--- config.mk ---
export PLATFORM = sky130hd
export DESIGN_NAME = trap_addsub
export DESIGN_NICKNAME = d
export VERILOG_FILES = /design/src/rtl/trap_addsub_pkg.sv /design/src/rtl/imm_widen.sv /design/src/rtl/addsub_core.sv /design/src/rtl/fault_latch.sv /design/src/rtl/trap_addsub.sv
export SDC_FILE = /design/constraint.sdc
export NUM_CORES = 1
export LEC_CHECK = 0
export BUFFER_PORTS_ARGS = -buffer_cell sky130_fd_sc_hd__buf_2
export CORE_MARGIN = 2
export CORE_UTILIZATION = 35
export CTS_CLUSTER_SIZE = 20
export DETAILED_ROUTE_END_ITERATION = 10
export GPL_ROUTABILITY_DRIVEN = 0
export PLACE_DENSITY_LB_ADDON = 0.1
export SLEW_MARGIN = 10
export SYNTH_ARGS = -nofsm -noshare
export SYNTH_HDL_FRONTEND = slang
export SYNTH_SLANG_ARGS = --single-unit
--- constraint.sdc ---
create_clock -name clk -period 5.35 [get_ports clk]
set_clock_uncertainty 0.2 [all_clocks]
set_input_delay 0.2675 -clock clk [delete_from_list [all_inputs] [get_ports clk]]
set_output_delay 0.2675 -clock clk [all_outputs]
set_load 0.02 [all_outputs]
--- src/rtl/trap_addsub_pkg.sv ---
package trap_addsub_pkg;

   typedef enum logic [2:0] {
      OP_ADD   = 3'b000,
      OP_ADDU  = 3'b001,
      OP_SUB   = 3'b010,
      OP_SUBU  = 3'b011,
      OP_ADDI  = 3'b100,
      OP_ADDIU = 3'b101
   } alu_op_e;

   typedef struct packed {
      logic is_sub;
      logic use_imm;
      logic traps;
   } op_ctl_t;

   // Reserved codes fall back to a non-trapping register add.
   function automatic op_ctl_t decode_op(input logic [2:0] code);
      op_ctl_t c;
      c = '{is_sub: 1'b0, use_imm: 1'b0, traps: 1'b0};
      case (code)
         OP_ADD:   c.traps   = 1'b1;
         OP_SUB:   begin c.is_sub = 1'b1; c.traps = 1'b1; end
         OP_SUBU:  c.is_sub  = 1'b1;
         OP_ADDI:  begin c.use_imm = 1'b1; c.traps = 1'b1; end
         OP_ADDIU: c.use_imm = 1'b1;
         default:  ;
      endcase
      return c;
   endfunction

endpackage

--- src/rtl/imm_widen.sv ---
module imm_widen #(
   parameter int IN_W  = 16,
   parameter int OUT_W = 32
) (
   input  logic [IN_W-1:0]  imm_in,
   output logic [OUT_W-1:0] imm_out
);
   localparam int PAD_W = OUT_W - IN_W;

   generate
      if (PAD_W > 0) begin : g_pad
         assign imm_out = {{PAD_W{imm_in[IN_W-1]}}, imm_in};
      end else begin : g_same
         assign imm_out = imm_in[OUT_W-1:0];
      end
   endgenerate
endmodule

--- src/rtl/addsub_core.sv ---
module addsub_core #(
   parameter int W = 32
) (
   input  logic [W-1:0] opa,
   input  logic [W-1:0] opb,
   input  logic         do_sub,
   output logic [W-1:0] sum,
   output logic         ovf
);
   localparam int MSB = W - 1;

   logic [W-1:0] opb_eff;

   // Subtract by inverting and injecting a carry of one.
   assign opb_eff = do_sub ? ~opb : opb;
   assign sum     = opa + opb_eff + W'(do_sub);
   assign ovf     = (opa[MSB] == opb_eff[MSB]) && (sum[MSB] != opa[MSB]);
endmodule

--- src/rtl/fault_latch.sv ---
module fault_latch #(
   parameter int ADDR_W = 32
) (
   input  logic              clk,
   input  logic              rst_n,
   input  logic              fault,
   input  logic [ADDR_W-1:0] fault_pc,
   input  logic              clr,
   output logic              pulse,
   output logic [ADDR_W-1:0] saved_pc
);
   always_ff @(posedge clk or negedge rst_n) begin
      if (!rst_n) begin
         pulse    <= 1'b0;
         saved_pc <= '0;
      end else begin
         pulse <= fault;
         if (fault)
            saved_pc <= fault_pc;
         else if (clr)
            saved_pc <= '0;
      end
   end
endmodule

--- src/rtl/trap_addsub.sv ---
module trap_addsub
   import trap_addsub_pkg::*;
#(
   parameter int DATA_W = 32,
   parameter int IMM_W  = 16,
   parameter int ADDR_W = 32
) (
   input  logic              clk,
   input  logic              rst_n,
   input  logic              op_valid,
   input  logic [2:0]        op_code,
   input  logic [DATA_W-1:0] rs_val,
   input  logic [DATA_W-1:0] rt_val,
   input  logic [IMM_W-1:0]  imm16,
   input  logic [ADDR_W-1:0] pc_in,
   input  logic              clr_exc,
   output logic [DATA_W-1:0] result,
   output logic              wr_en,
   output logic              exc_pulse,
   output logic [ADDR_W-1:0] exc_pc
);
   generate
      if (IMM_W > DATA_W || IMM_W < 1) begin : g_bad_imm
         $error("trap_addsub: IMM_W must be between 1 and DATA_W");
      end
      if (DATA_W < 2) begin : g_bad_data
         $error("trap_addsub: DATA_W must be at least 2");
      end
   endgenerate

   op_ctl_t           ctl;
   logic [DATA_W-1:0] imm_wide;
   logic [DATA_W-1:0] opb;
   logic              ovf;
   logic              fault;

   assign ctl = decode_op(op_code);

   imm_widen #(.IN_W(IMM_W), .OUT_W(DATA_W)) u_widen (
      .imm_in (imm16),
      .imm_out(imm_wide)
   );

   assign opb = ctl.use_imm ? imm_wide : rt_val;

   addsub_core #(.W(DATA_W)) u_core (
      .opa   (rs_val),
      .opb   (opb),
      .do_sub(ctl.is_sub),
      .sum   (result),
      .ovf   (ovf)
   );

   assign fault = op_valid && ctl.traps && ovf;
   assign wr_en = op_valid && !fault;

   fault_latch #(.ADDR_W(ADDR_W)) u_fault (
      .clk     (clk),
      .rst_n   (rst_n),
      .fault   (fault),
      .fault_pc(pc_in),
      .clr     (clr_exc),
      .pulse   (exc_pulse),
      .saved_pc(exc_pc)
   );
endmodule

== After elaboration in Yosys (flattened, before gate mapping) ==
Cells that the tools add are included.

* Bits in registers: 33
* Bits of input ports: 119
* Output and inout bits: 66
* Logic and storage cells: 28

* $add $sub $neg: 2
* Equality and inequality tests: 6
* Muxes and demuxes: 7
* Bitwise logic cells: 1
* Reductions and logical operators: 10

{| class="wikitable"
|+ Operators by type and width
! operator !! count
|-
| $mux 32 || 4
|-
| $add 32x1->32 || 1
|-
| $add 32x32->32 || 1
|-
| $not 32->32 || 1
|-
| $eq 3x2->1 const B || 2
|-
| $eq 3x3->1 const B || 2
|-
| $logic_and 1x1->1 || 4
|-
| $reduce_or 2->1 || 2
|-
| $logic_not 3->1 || 1
|-
| $mux 1 || 3
|-
| $reduce_or 3->1 || 1
|-
| $reduce_bool 2->1 || 1
|-
| $eq 1x1->1 || 1
|-
| $logic_not 1->1 || 1
|-
| $ne 1x1->1 || 1
|}

== Logic depth before layout (Yosys ltp) ==
Gate-level depths: netlist of run 1.

* Word-level depth: 13
* Gate-level depth with buffers: 16
* Gate-level depth less buffers: 13

== Cells and area by module ==
From an unflattened synthesis of run 1, not the netlist that was laid out.

* Cells, all modules: 435
* Area total of the unflattened synthesis: 4142.7 um^2

{| class="wikitable"
|+ Modules (own cells, without submodules)
! module !! times used !! cells each !! area an instance (um^2) !! seq. area each (um^2)
|-
| addsub_core || 1 || 287 || 2110.8 || 0.0
|-
| fault_latch || 1 || 73 || 1198.6 || 825.8
|-
| trap_addsub || 1 || 43 || 593.1 || 0.0
|-
| imm_widen || 1 || 32 || 240.2 || 0.0
|}

== Worst setup path after synthesis of run 1 ==
OpenSTA, ideal clock, no wires.

* Kind: input port to output port
* Start: in op_code[2]
* End: out wr_en
* Arrival: 3.946 ns
* Data required time: 4.883 ns
* Slack: 0.937 ns
* Stages: 15
* Path buffers: 3
* Cells stage by stage: clkbuf_1 > buf_1 > xnor2_1 > nand2_1 > o21ai_0 > ha_1 > a211oi_1 > o21bai_1 > a2111o_1 > a31oi_1 > or3b_1 > o21ai_2 > mux2i_2 > buf_6 > and2_1

* Word-level cells in the longest chain between the ends: 13
* Elaborated cells between the ends (all ways): 23
* Those cells by class: 2 x add/sub; 6 x eq/ne; 5 x mux; 1 x bitwise; 9 x reduce/logical

{| class="wikitable"
|+ RTL lines
! element !! RTL line !! RTL
|-
| start: declaration || trap_addsub.sv:11 || <nowiki>input logic [2:0] op_code,</nowiki>
|-
| $eq 3x3->1 || trap_addsub_pkg.sv:22 || <nowiki>case (code)</nowiki>
|-
| $reduce_or 2->1 (no line) || - ||
|-
| $mux 1 || trap_addsub_pkg.sv:22 ||
|-
| $mux 32 || trap_addsub.sv:44 || <nowiki>assign opb = ctl.use_imm ? imm_wide : rt_val;</nowiki>
|-
| $not 32->32 || addsub_core.sv:15 || <nowiki>assign opb_eff = do_sub ? ~opb : opb;</nowiki>
|-
| $mux 32 || addsub_core.sv:15 ||
|-
| $add 32x32->32 || addsub_core.sv:16 || <nowiki>assign sum = opa + opb_eff + W'(do_sub);</nowiki>
|-
| $add 32x1->32 || addsub_core.sv:16 ||
|-
| $ne 1x1->1 || addsub_core.sv:17 || <nowiki>assign ovf = (opa[MSB] == opb_eff[MSB]) && (sum[MSB] != opa[MSB]);</nowiki>
|-
| $logic_and 1x1->1 || addsub_core.sv:17 ||
|-
| $logic_and 1x1->1 * || trap_addsub.sv:54 || <nowiki>assign fault = op_valid && ctl.traps && ovf;</nowiki>
|-
| $logic_not 1->1 * || trap_addsub.sv:55 || <nowiki>assign wr_en = op_valid && !fault;</nowiki>
|-
| $logic_and 1x1->1 * || trap_addsub.sv:55 ||
|-
| end: declaration || trap_addsub.sv:18 || <nowiki>output logic wr_en,</nowiki>
|}

Every way passes the cells marked *; elsewhere a longest branch is shown, timed or not.

== Worst setup path after layout of run 1 ==
* Start: in op_code[2]
* End: out result[30]

* Word-level cells in the longest chain between the ends: 8
* Elaborated cells between the ends (all ways): 13
* Those cells by class: 2 x add/sub; 4 x eq/ne; 4 x mux; 1 x bitwise; 2 x reduce/logical

{| class="wikitable"
|+ RTL lines
! element !! RTL line !! RTL
|-
| $eq 3x3->1 || trap_addsub_pkg.sv:22 ||
|-
| $reduce_or 2->1 (no line) || - ||
|-
| $mux 1 || trap_addsub_pkg.sv:22 ||
|-
| $mux 32 || trap_addsub.sv:44 ||
|-
| $not 32->32 || addsub_core.sv:15 ||
|-
| $mux 32 || addsub_core.sv:15 ||
|-
| $add 32x32->32 || addsub_core.sv:16 ||
|-
| $add 32x1->32 * || addsub_core.sv:16 ||
|-
| end: declaration || trap_addsub.sv:17 || <nowiki>output logic [DATA_W-1:0] result,</nowiki>
|}

Marks and branches as above.

==> results of run 1 <==
==> cells by family after synthesis <==
family	count (synthesis)
xor gates and xnor gates	54
adders and majority gates	31
AOI/OAI and AO/OA	144
and+or+nand+nor	169
DFF	33
buffers and inverters	40
muxes	49
==> layout make-up <==
cell class,instances,area (sq um)
fill,1246,6470
multi-input combinational,447,3240
timing repair buffer,189,973
sequential,33,826
tap,147,184
clock buffer,7,143
inverter,11,41.3
clock inverter,1,30.0
==> critical path: stages <==
cell      delay [ps]
buf_2            340
buf_4            610
mux2i_1          250
o21ai_0           90
ha_1             350
a21oi_1          240
nor2b_1           90
o311ai_0         460
nand3_1          250
o41ai_1          490
o31a_1           290
o21ai_0          170
xor2_1           170
buf_2            170
==> synth_stat cells, drive strengths merged (4+ instances only) <==
| library cell | n | share of area |
|---|---|---|
| a31oi | 4 | 0.0059 |
| nand3 | 13 | 0.015 |
| nand4 | 5 | 0.0074 |
| and2 | 6 | 0.0089 |
| clkbuf | 17 | 0.015 |
| mux2 | 32 | 0.10 |
| a21oi | 23 | 0.027 |
| dfrtp | 33 | 0.20 |
| nor3 | 8 | 0.0095 |
| inv | 11 | 0.0098 |
| xnor2 | 47 | 0.097 |
| nand2 | 53 | 0.047 |
| a21o | 13 | 0.023 |
| nor2b | 38 | 0.056 |
| nand2b | 8 | 0.012 |
| mux2i | 17 | 0.041 |
| a211oi | 7 | 0.012 |
| nor2 | 21 | 0.019 |
| o21a | 7 | 0.012 |
| xor2 | 7 | 0.014 |
| ha | 30 | 0.089 |
| o21ai | 66 | 0.079 |
| buf | 12 | 0.016 |
==> timing repair <==
item	in CTS	in global routing
gates resized for setup	0	0
buffers inserted	0	0
hold buffers	1	0
hold endpoints to repair	33	0
==> state kept, by name, indices dropped and copies added, names as in the netlist <==
| register | cells |
|---|---|
| u_fault.saved_pc | 32 |
| u_fault.pulse | 1 |
==> worst min-delay path by stage <==
stage / start / end / cells after the start
after detailed placement: rst_n / u_fault.saved_pc[25] / 1
after floorplan: rst_n / u_fault.pulse / 0
after global placement: rst_n / u_fault.saved_pc[23] / 1
final: pc_in[1] / u_fault.saved_pc[1] / 2
after CTS: pc_in[29] / u_fault.saved_pc[29] / 2
after global routing: pc_in[2] / u_fault.saved_pc[2] / 2
==> report_power, final <==
group          switching [uW]  internal, uW
Clock                     104           233
Sequential               5.21           262
Combinational             430           292
Total                     539           787
==> stage by stage <==
stage | hold WS (ps) | utilization | worst slack, ps | instances | power [uW]
final | 4.30 | 0.457 | 610 | 835 | 1330
after global routing | 0.601 | 0.457 | 171 | 835 | 1420
after CTS | 5.01 | 0.457 | 535 | 835 | 1340
after detailed placement | 186 | 0.441 | 548 | 826 | 994
after global placement | 175 | 0.441 | 698 | 826 | 989
after floorplan | -228 | - | 937 | 520 | 768
==> metal layers <==
layer | global-route usage | vias to the layer above
met2 | 0.302 | 125
li1 | - | 2199
met5 | 0 | -
met1 | 0.266 | 1935
met4 | 0.0203 | 0
met3 | 0.0345 | 5
==> results.cfg, run 1 <==
[logic_synthesis]
synth-xor-area-share = 0.112
synth_ff_type = dfrtp_1
synthMuxAreaShare = 0.144
syn_avg_cell_area_sq_um = 8.14
ys_warn_count = 0
async_reset_ff_frac = 1.00
synth_fp_nets = 670
synth_edf_count = 0
yosys.area_share.simple = 0.205
ys_seq_area_frac = 0.195
synthCells = 520
synth_top_family_by_area = compound AO/OA/AOI/OAI gates
syn_area_sq_um = 4230
synth_compound_area_frac = 0.209
synth_adder_area_share = 0.0934
ys_seq_elements = 33
yosysUniqueCellTypes = 57

[worst_setup_path]
endpoint = result[30]
r2r_start = u_fault.saved_pc[27]
worst-path-max-fanout = 48
r2r_slack_ps = 4220
critPathLaunch = op_code[2]
end_kind = output pin
critical_path_arrival_ps = 4270
cp.required_ps = 4880
startpoint_type = input pin
r2r-end = u_fault.saved_pc[27]
rr_worst_depth = 2
crit_type = input pin to output pin

[place]
io_buffer_count = 184
hpwlAfterDp_mm = 10.2
placed_cell_area_sq_um = 5260

[sta]
setup_violations = 0
finalCritPeriodShare = 0.886
relSlewSlack = 0.489
drv_slew = 0
fmax_ghz = 0.211
grt_setup_unrepaired = no
finalHoldViolCount = 0
setup_tns_ps = 0
period_minus_slack_ps = 4740
tightest_slew_ps = 766

[power_and_ir_drop]
ir_drop_v = 0.000137
pwr_density_cell_nw_per_um2 = 244
p_leak_uw = 0.00280

[clocking]
cts_sinks = 33
clkTransAtPathRegs_ps = 60
cts_buffers = 5
cts.path.max_buffers = 2
clk_latency_ps = 270
cts-root-buf = clkbuf_16
htreeDepth = 2
cts_tree = built

[route]
via_per_inst = 5.11
drt-met1-wl_mm = 5.99
wl_mm = 12.6
drt_first_pass_iters = 4
highest_layer = met4
drc = 0
routedWlPerCell_um = 15.0
antenna_left = 0
met2_length_mm = 5.79
wl_met3_um = 737
dr.first_iter.drc_count = 311
vias = 4264

[cells_and_area]
antennaDiodeCount = 0
area_growth_pct = 28.5
drive_gt1_frac = 0.326
design_area_sq_um = 5440
nets = 837
layout_commonest_cell = buf_2
layout_common_cells = buf_2, o21ai_0, nand2_1

[floorplan]
core_area_sq_um = 11900
dieArea_sq_um = 13000
die_w_um = 114
rows = 40
ios = 185
initial_core_util = 0.355
die_h_um = 114

[outcome]
status = completed

[run]
maxCapViolCount = 0

[global_routing]
grt_pass1_wl_mm = 19.8
grt_max_degree = 49
grt_pass1_vias = 3986
grt_usage = 0.186
grt-ovfl-total = 0
antenna_found_initial = 0

[min_path]
hp-class = input pin to register
(Power assumes the default switching activity.)
==> run 2: changes to the inputs <==
- clock period: 5.35 -> 4 ns (I/O delays scaled with it)
==> results.cfg, run 2 (synthesized netlist as in run 1, its figures left out) <==
[outcome]
status = completed

[floorplan]
ios = 185
initial_core_util = 0.355
core_area_sq_um = 11900
rows = 40
die_h_um = 114
die_w_um = 114
dieArea_sq_um = 13000

[cells_and_area]
layout.cells.non_filler = 900
drive_gt1_frac = 0.351
design_area_sq_um = 6070
layout_common_cells = buf_2, o21ai_0, nand2_1
antennaDiodeCount = 0
layout_commonest_cell = buf_2
reg_top3 = u_fault.saved_pc x32, u_fault.pulse x1
top_register = u_fault.saved_pc
area_growth_pct = 43.6
largest_reg_flops = 32
nets = 902

[sta]
drv_slew = 0
tightest_slew_ps = 745
setup_violations = 0
period_minus_slack_ps = 3790
relSlewSlack = 0.504
finalCritPeriodShare = 0.947
setup_tns_ps = 0
finalHoldViolCount = 0
fmax_ghz = 0.264

[power_and_ir_drop]
pwr_density_cell_nw_per_um2 = 295
p_comb_frac = 0.594
finalPower_uw = 1790
ir_drop_v = 0.000307
p_int_uw = 1050
seqPwrFrac = 0.200
power.switching_uw = 748
switching_share = 0.417
p_clk_frac = 0.206
p_leak_uw = 0.00311

[worst_setup_path]
r2r_start = u_fault.saved_pc[30]
cp.required_ps = 3600
r2r_slack_ps = 2850
worst-path-max-fanout = 10
startpoint_type = input pin
r2r-end = u_fault.saved_pc[30]
rr_worst_depth = 2
crit_type = input pin to output pin
end_kind = output pin
critical_path_arrival_ps = 3390

[place]
placed_cell_area_sq_um = 5510
io_buffer_count = 184
hpwlAfterDp_mm = 10.8
dp_cells = 857

[clocking]
cts_sinks = 33
cts-root-buf = clkbuf_16
cts_tree = built
clkTransAtPathRegs_ps = 50
clk_latency_ps = 270
cts.path.max_buffers = 2
htreeDepth = 2
cts_buffers = 5

[route]
via_per_inst = 5.15
dr.first_iter.drc_count = 223
wl_mm = 13.4
vias = 4631
drc = 0
drt_first_pass_iters = 4
routedWlPerCell_um = 14.9
antenna_left = 0

[min_path]
hp-class = input pin to async pin

[global_routing]
met3_usage = 0.0383
grt-ovfl-total = 0
gr-usage-met2 = 0.347
grt_max_degree = 34
grt_usage = 0.201
busiest_layer = met2
use_met1 = 0.265
grt_pass1_vias = 4505
grt_pass1_wl_mm = 21.4
antenna_found_initial = 1

[run]
maxCapViolCount = 0
[run 2: changes by cell type in the layout (fill, tap and decap cells not counted), sizes merged]
| cell | previous run | this run |
|---|---|---|
| buf | 188 | 219 |
| bufinv | 1 | 0 |
| clkinvlp | 0 | 1 |
| clkinv | 0 | 2 |
| dlygate4sd3 | 1 | 33 |
[run 2: power groups by stage]
stage / sequential, uW / clock [uW] / combinational (uW)
after global routing: 360 / 400 / 1160
after global placement: 364 / 0 / 1010
after CTS: 358 / 382 / 1050
final: 358 / 369 / 1070
after detailed placement: 363 / 0 / 1020
after floorplan: 384 / 0 / 645
[run 2: area by class of cell]
type	count	area, sq um
Fill cell	1163	5840
Timing Repair Buffer	254	1600
Clock inverter	3	17.5
Tap cell	147	184
Multi-Input combinational cell	447	3280
Clock buffer	5	125
Sequential cell	33	826
Inverter	11	41.3
[run 2: worst max path at each step]
stage | startpoint | to | slack [ps]
global route | op_code[2] | result[28] | -0.4
detailed placement | op_code[2] | u_fault.saved_pc[7] | -90
global placement | op_code[2] | u_fault.saved_pc[7] | -50
floorplan | op_code[2] | u_fault.saved_pc[10] | 50
finish | op_code[2] | wr_en | 210
CTS | op_code[1] | result[28] | 30
[run 2: worst max-delay path, cell delays in order]
cell      delay [ps]
clkbuf_4         180
buf_8            160
buf_4            180
o21ai_0           90
o21ai_0          190
ha_1             290
o21ai_0           80
o21bai_1         100
a2111o_1         420
a31oi_1          210
or3b_1           410
o21ai_4          240
mux2i_4          320
and2_1           150
buf_2            160
[run 2: per-layer routing]
| layer | vias up | share of wire |
|---|---|---|
| met1 | 2156 | 0.45 |
| li1 | 2321 | - |
| met4 | 2 | 0.013 |
| met3 | 16 | 0.056 |
| met2 | 136 | 0.48 |
| met5 | - | 0.00052 |
[run 2: metrics by stage]
step	setup slack (ps)	utilization	hold WS [ps]
after floorplan	45.3	-	-296
after global placement	-48.9	0.463	109
after detailed placement	-88.8	0.463	114
after CTS	27.4	0.503	350
after global routing	-0.427	0.510	393
final	211	0.510	321
[run 2: what timing repair did]
action	4_1_cts	5_1_grt
endpoints found under the hold margin	65	0
resized for setup	0	15
setup buffers	0	1
endpoints found under the setup margin	0	40
hold buffers	33	0
==> run 3: changes to the inputs <==
- CAP_MARGIN: not set -> 20
- CORE_UTILIZATION: 35 -> 44
==> results.cfg, run 3 (synthesized netlist as in run 1, its figures left out) <==
[worst_setup_path]
r2r_slack_ps = 2840
end_kind = output pin
startpoint_type = input pin
critical_path_arrival_ps = 3470
worst-path-max-fanout = 36
cp.required_ps = 3600
crit_type = input pin to output pin

[sta]
relSlewSlack = 0.502
tightest_slew_ps = 747
finalHoldViolCount = 0
drv_slew = 0
finalCritPeriodShare = 0.967
fmax_ghz = 0.258
postLayoutSetupSlackWorst_ps = 131
hold_ws_ps = 322
period_minus_slack_ps = 3870
grt_setup_unrepaired = yes
setup_violations = 0

[power_and_ir_drop]
p_clk_frac = 0.145
power.switching_uw = 742
switching_share = 0.436
ir_drop_v = 0.000253
p_int_uw = 959
p_leak_uw = 0.00315
p_comb_frac = 0.644
seqPwrFrac = 0.211
finalPower_uw = 1700
pwr_density_cell_nw_per_um2 = 278

[cells_and_area]
register_area_sq_um = 826
layout_commonest_cell = buf_2
final_core_util = 0.658
top_register = u_fault.saved_pc
reg_top3 = u_fault.saved_pc x32, u_fault.pulse x1
area_growth_pct = 44.4
antennaDiodeCount = 0
drive_gt1_frac = 0.365
layout_common_cells = buf_2, o21ai_0, nand2_1
nets = 914
multi_input_area_sq_um = 3290
fillers = 790
largest_reg_flops = 32

[global_routing]
grt_max_degree = 37
grt-ovfl-total = 0
grt_pass1_vias = 4584
antenna_found_initial = 0
grt_pass1_wl_mm = 20.9
grt_usage = 0.249

[clocking]
cts_sinks = 33
htreeDepth = 2
cts-root-buf = clkbuf_8
cts_tree = built
clk_latency_ps = 280
cts_buffers = 5
cts.path.max_buffers = 2
clkTransAtPathRegs_ps = 70

[floorplan]
initial_core_util = 0.456
dieArea_sq_um = 10400
core_area_sq_um = 9280
die_w_um = 102
rows = 35
die_h_um = 102
ios = 185

[route]
drt_first_pass_iters = 4
routedWlPerCell_um = 14.9
drc = 0
dr.first_iter.drc_count = 170
vias = 4680
wl_mm = 13.3
antenna_left = 0
via_per_inst = 5.23

[place]
pre_cts_slack_ps = -124
hpwlAfterDp_mm = 10.4
io_buffer_count = 184

[run]
maxCapViolCount = 0

[outcome]
status = completed

[min_path]
hp-class = input pin to async pin
==> run 3: cell count changes in the layout (fill, tap and decap cells not counted), sizes merged <==
| cell | change |
|---|---|
| buf | +13 |
| bufbuf | +1 |
| clkbuf | -2 |
==> run 3: per-layer routing <==
metal	up-vias	routed length, um	track usage
met5	-	0	0
met4	0	308	0.0882
met3	27	781	0.0499
met2	158	6690	0.447
met1	2147	5560	0.295
li1	2348	-	-
==> run 3: path summary, 6_finish.rpt <==
check,start,endpoint,depth (start not counted)
max,op_code[2],result[29],16
min,rst_n,u_fault.saved_pc[20],2
min reg2reg,u_fault.saved_pc[28],u_fault.saved_pc[28],2
max in group asynchronous,rst_n,u_fault.saved_pc[26],2
min in group clk,clr_exc,u_fault.saved_pc[28],3
max reg2reg,u_fault.saved_pc[0],u_fault.saved_pc[0],2
==> run 3: through the flow <==
stage,instance area (sq um),cells,setup TNS (ps)
after detailed placement,5560,847,-538
after floorplan,4250,520,0
after global routing,6110,894,-932
final,6110,894,0
after CTS,6030,889,0
after global placement,5560,847,0
==> run 3: what timing repair did <==
item	4_1_cts	5_1_grt
hold buffers	33	0
resized for setup	4	16
buffers inserted	0	5
cloned	1	0
pin swaps	0	3
setup endpoints to repair	1	20
endpoints found under the hold margin	65	0
==> run 3: cell type report <==
cell class              count  share of cell area
clock buffers               5              0.0113
clock inverters             3             0.00287
inverters                  11             0.00676
multi-input cells         447               0.539
flip-flops and latches     33               0.135
well taps                 129              0.0264
repair buffers            266               0.279
==> run 3: power by group through the flow <==
stage	Combinational [uW]	Sequential (uW)	Clock (uW)
after global routing	1190	360	266
final	1100	359	246
after CTS	1070	358	256
after global placement	1020	364	0
after detailed placement	1030	363	0
after floorplan	645	384	0
==> run 3: worst max-delay path, cell delays in order <==
cell and delay, ps:
buf_2 120, buf_12 220, bufbuf_16 340, xnor2_1 130, nand2_1 70, o21ai_1 190, ha_1 350, a21o_1 180
a21o_1 170, a21o_1 170, a211oi_1 290, o21ai_0 250, a41oi_1 280, o21a_1 160, xnor2_1 140, buf_2 210
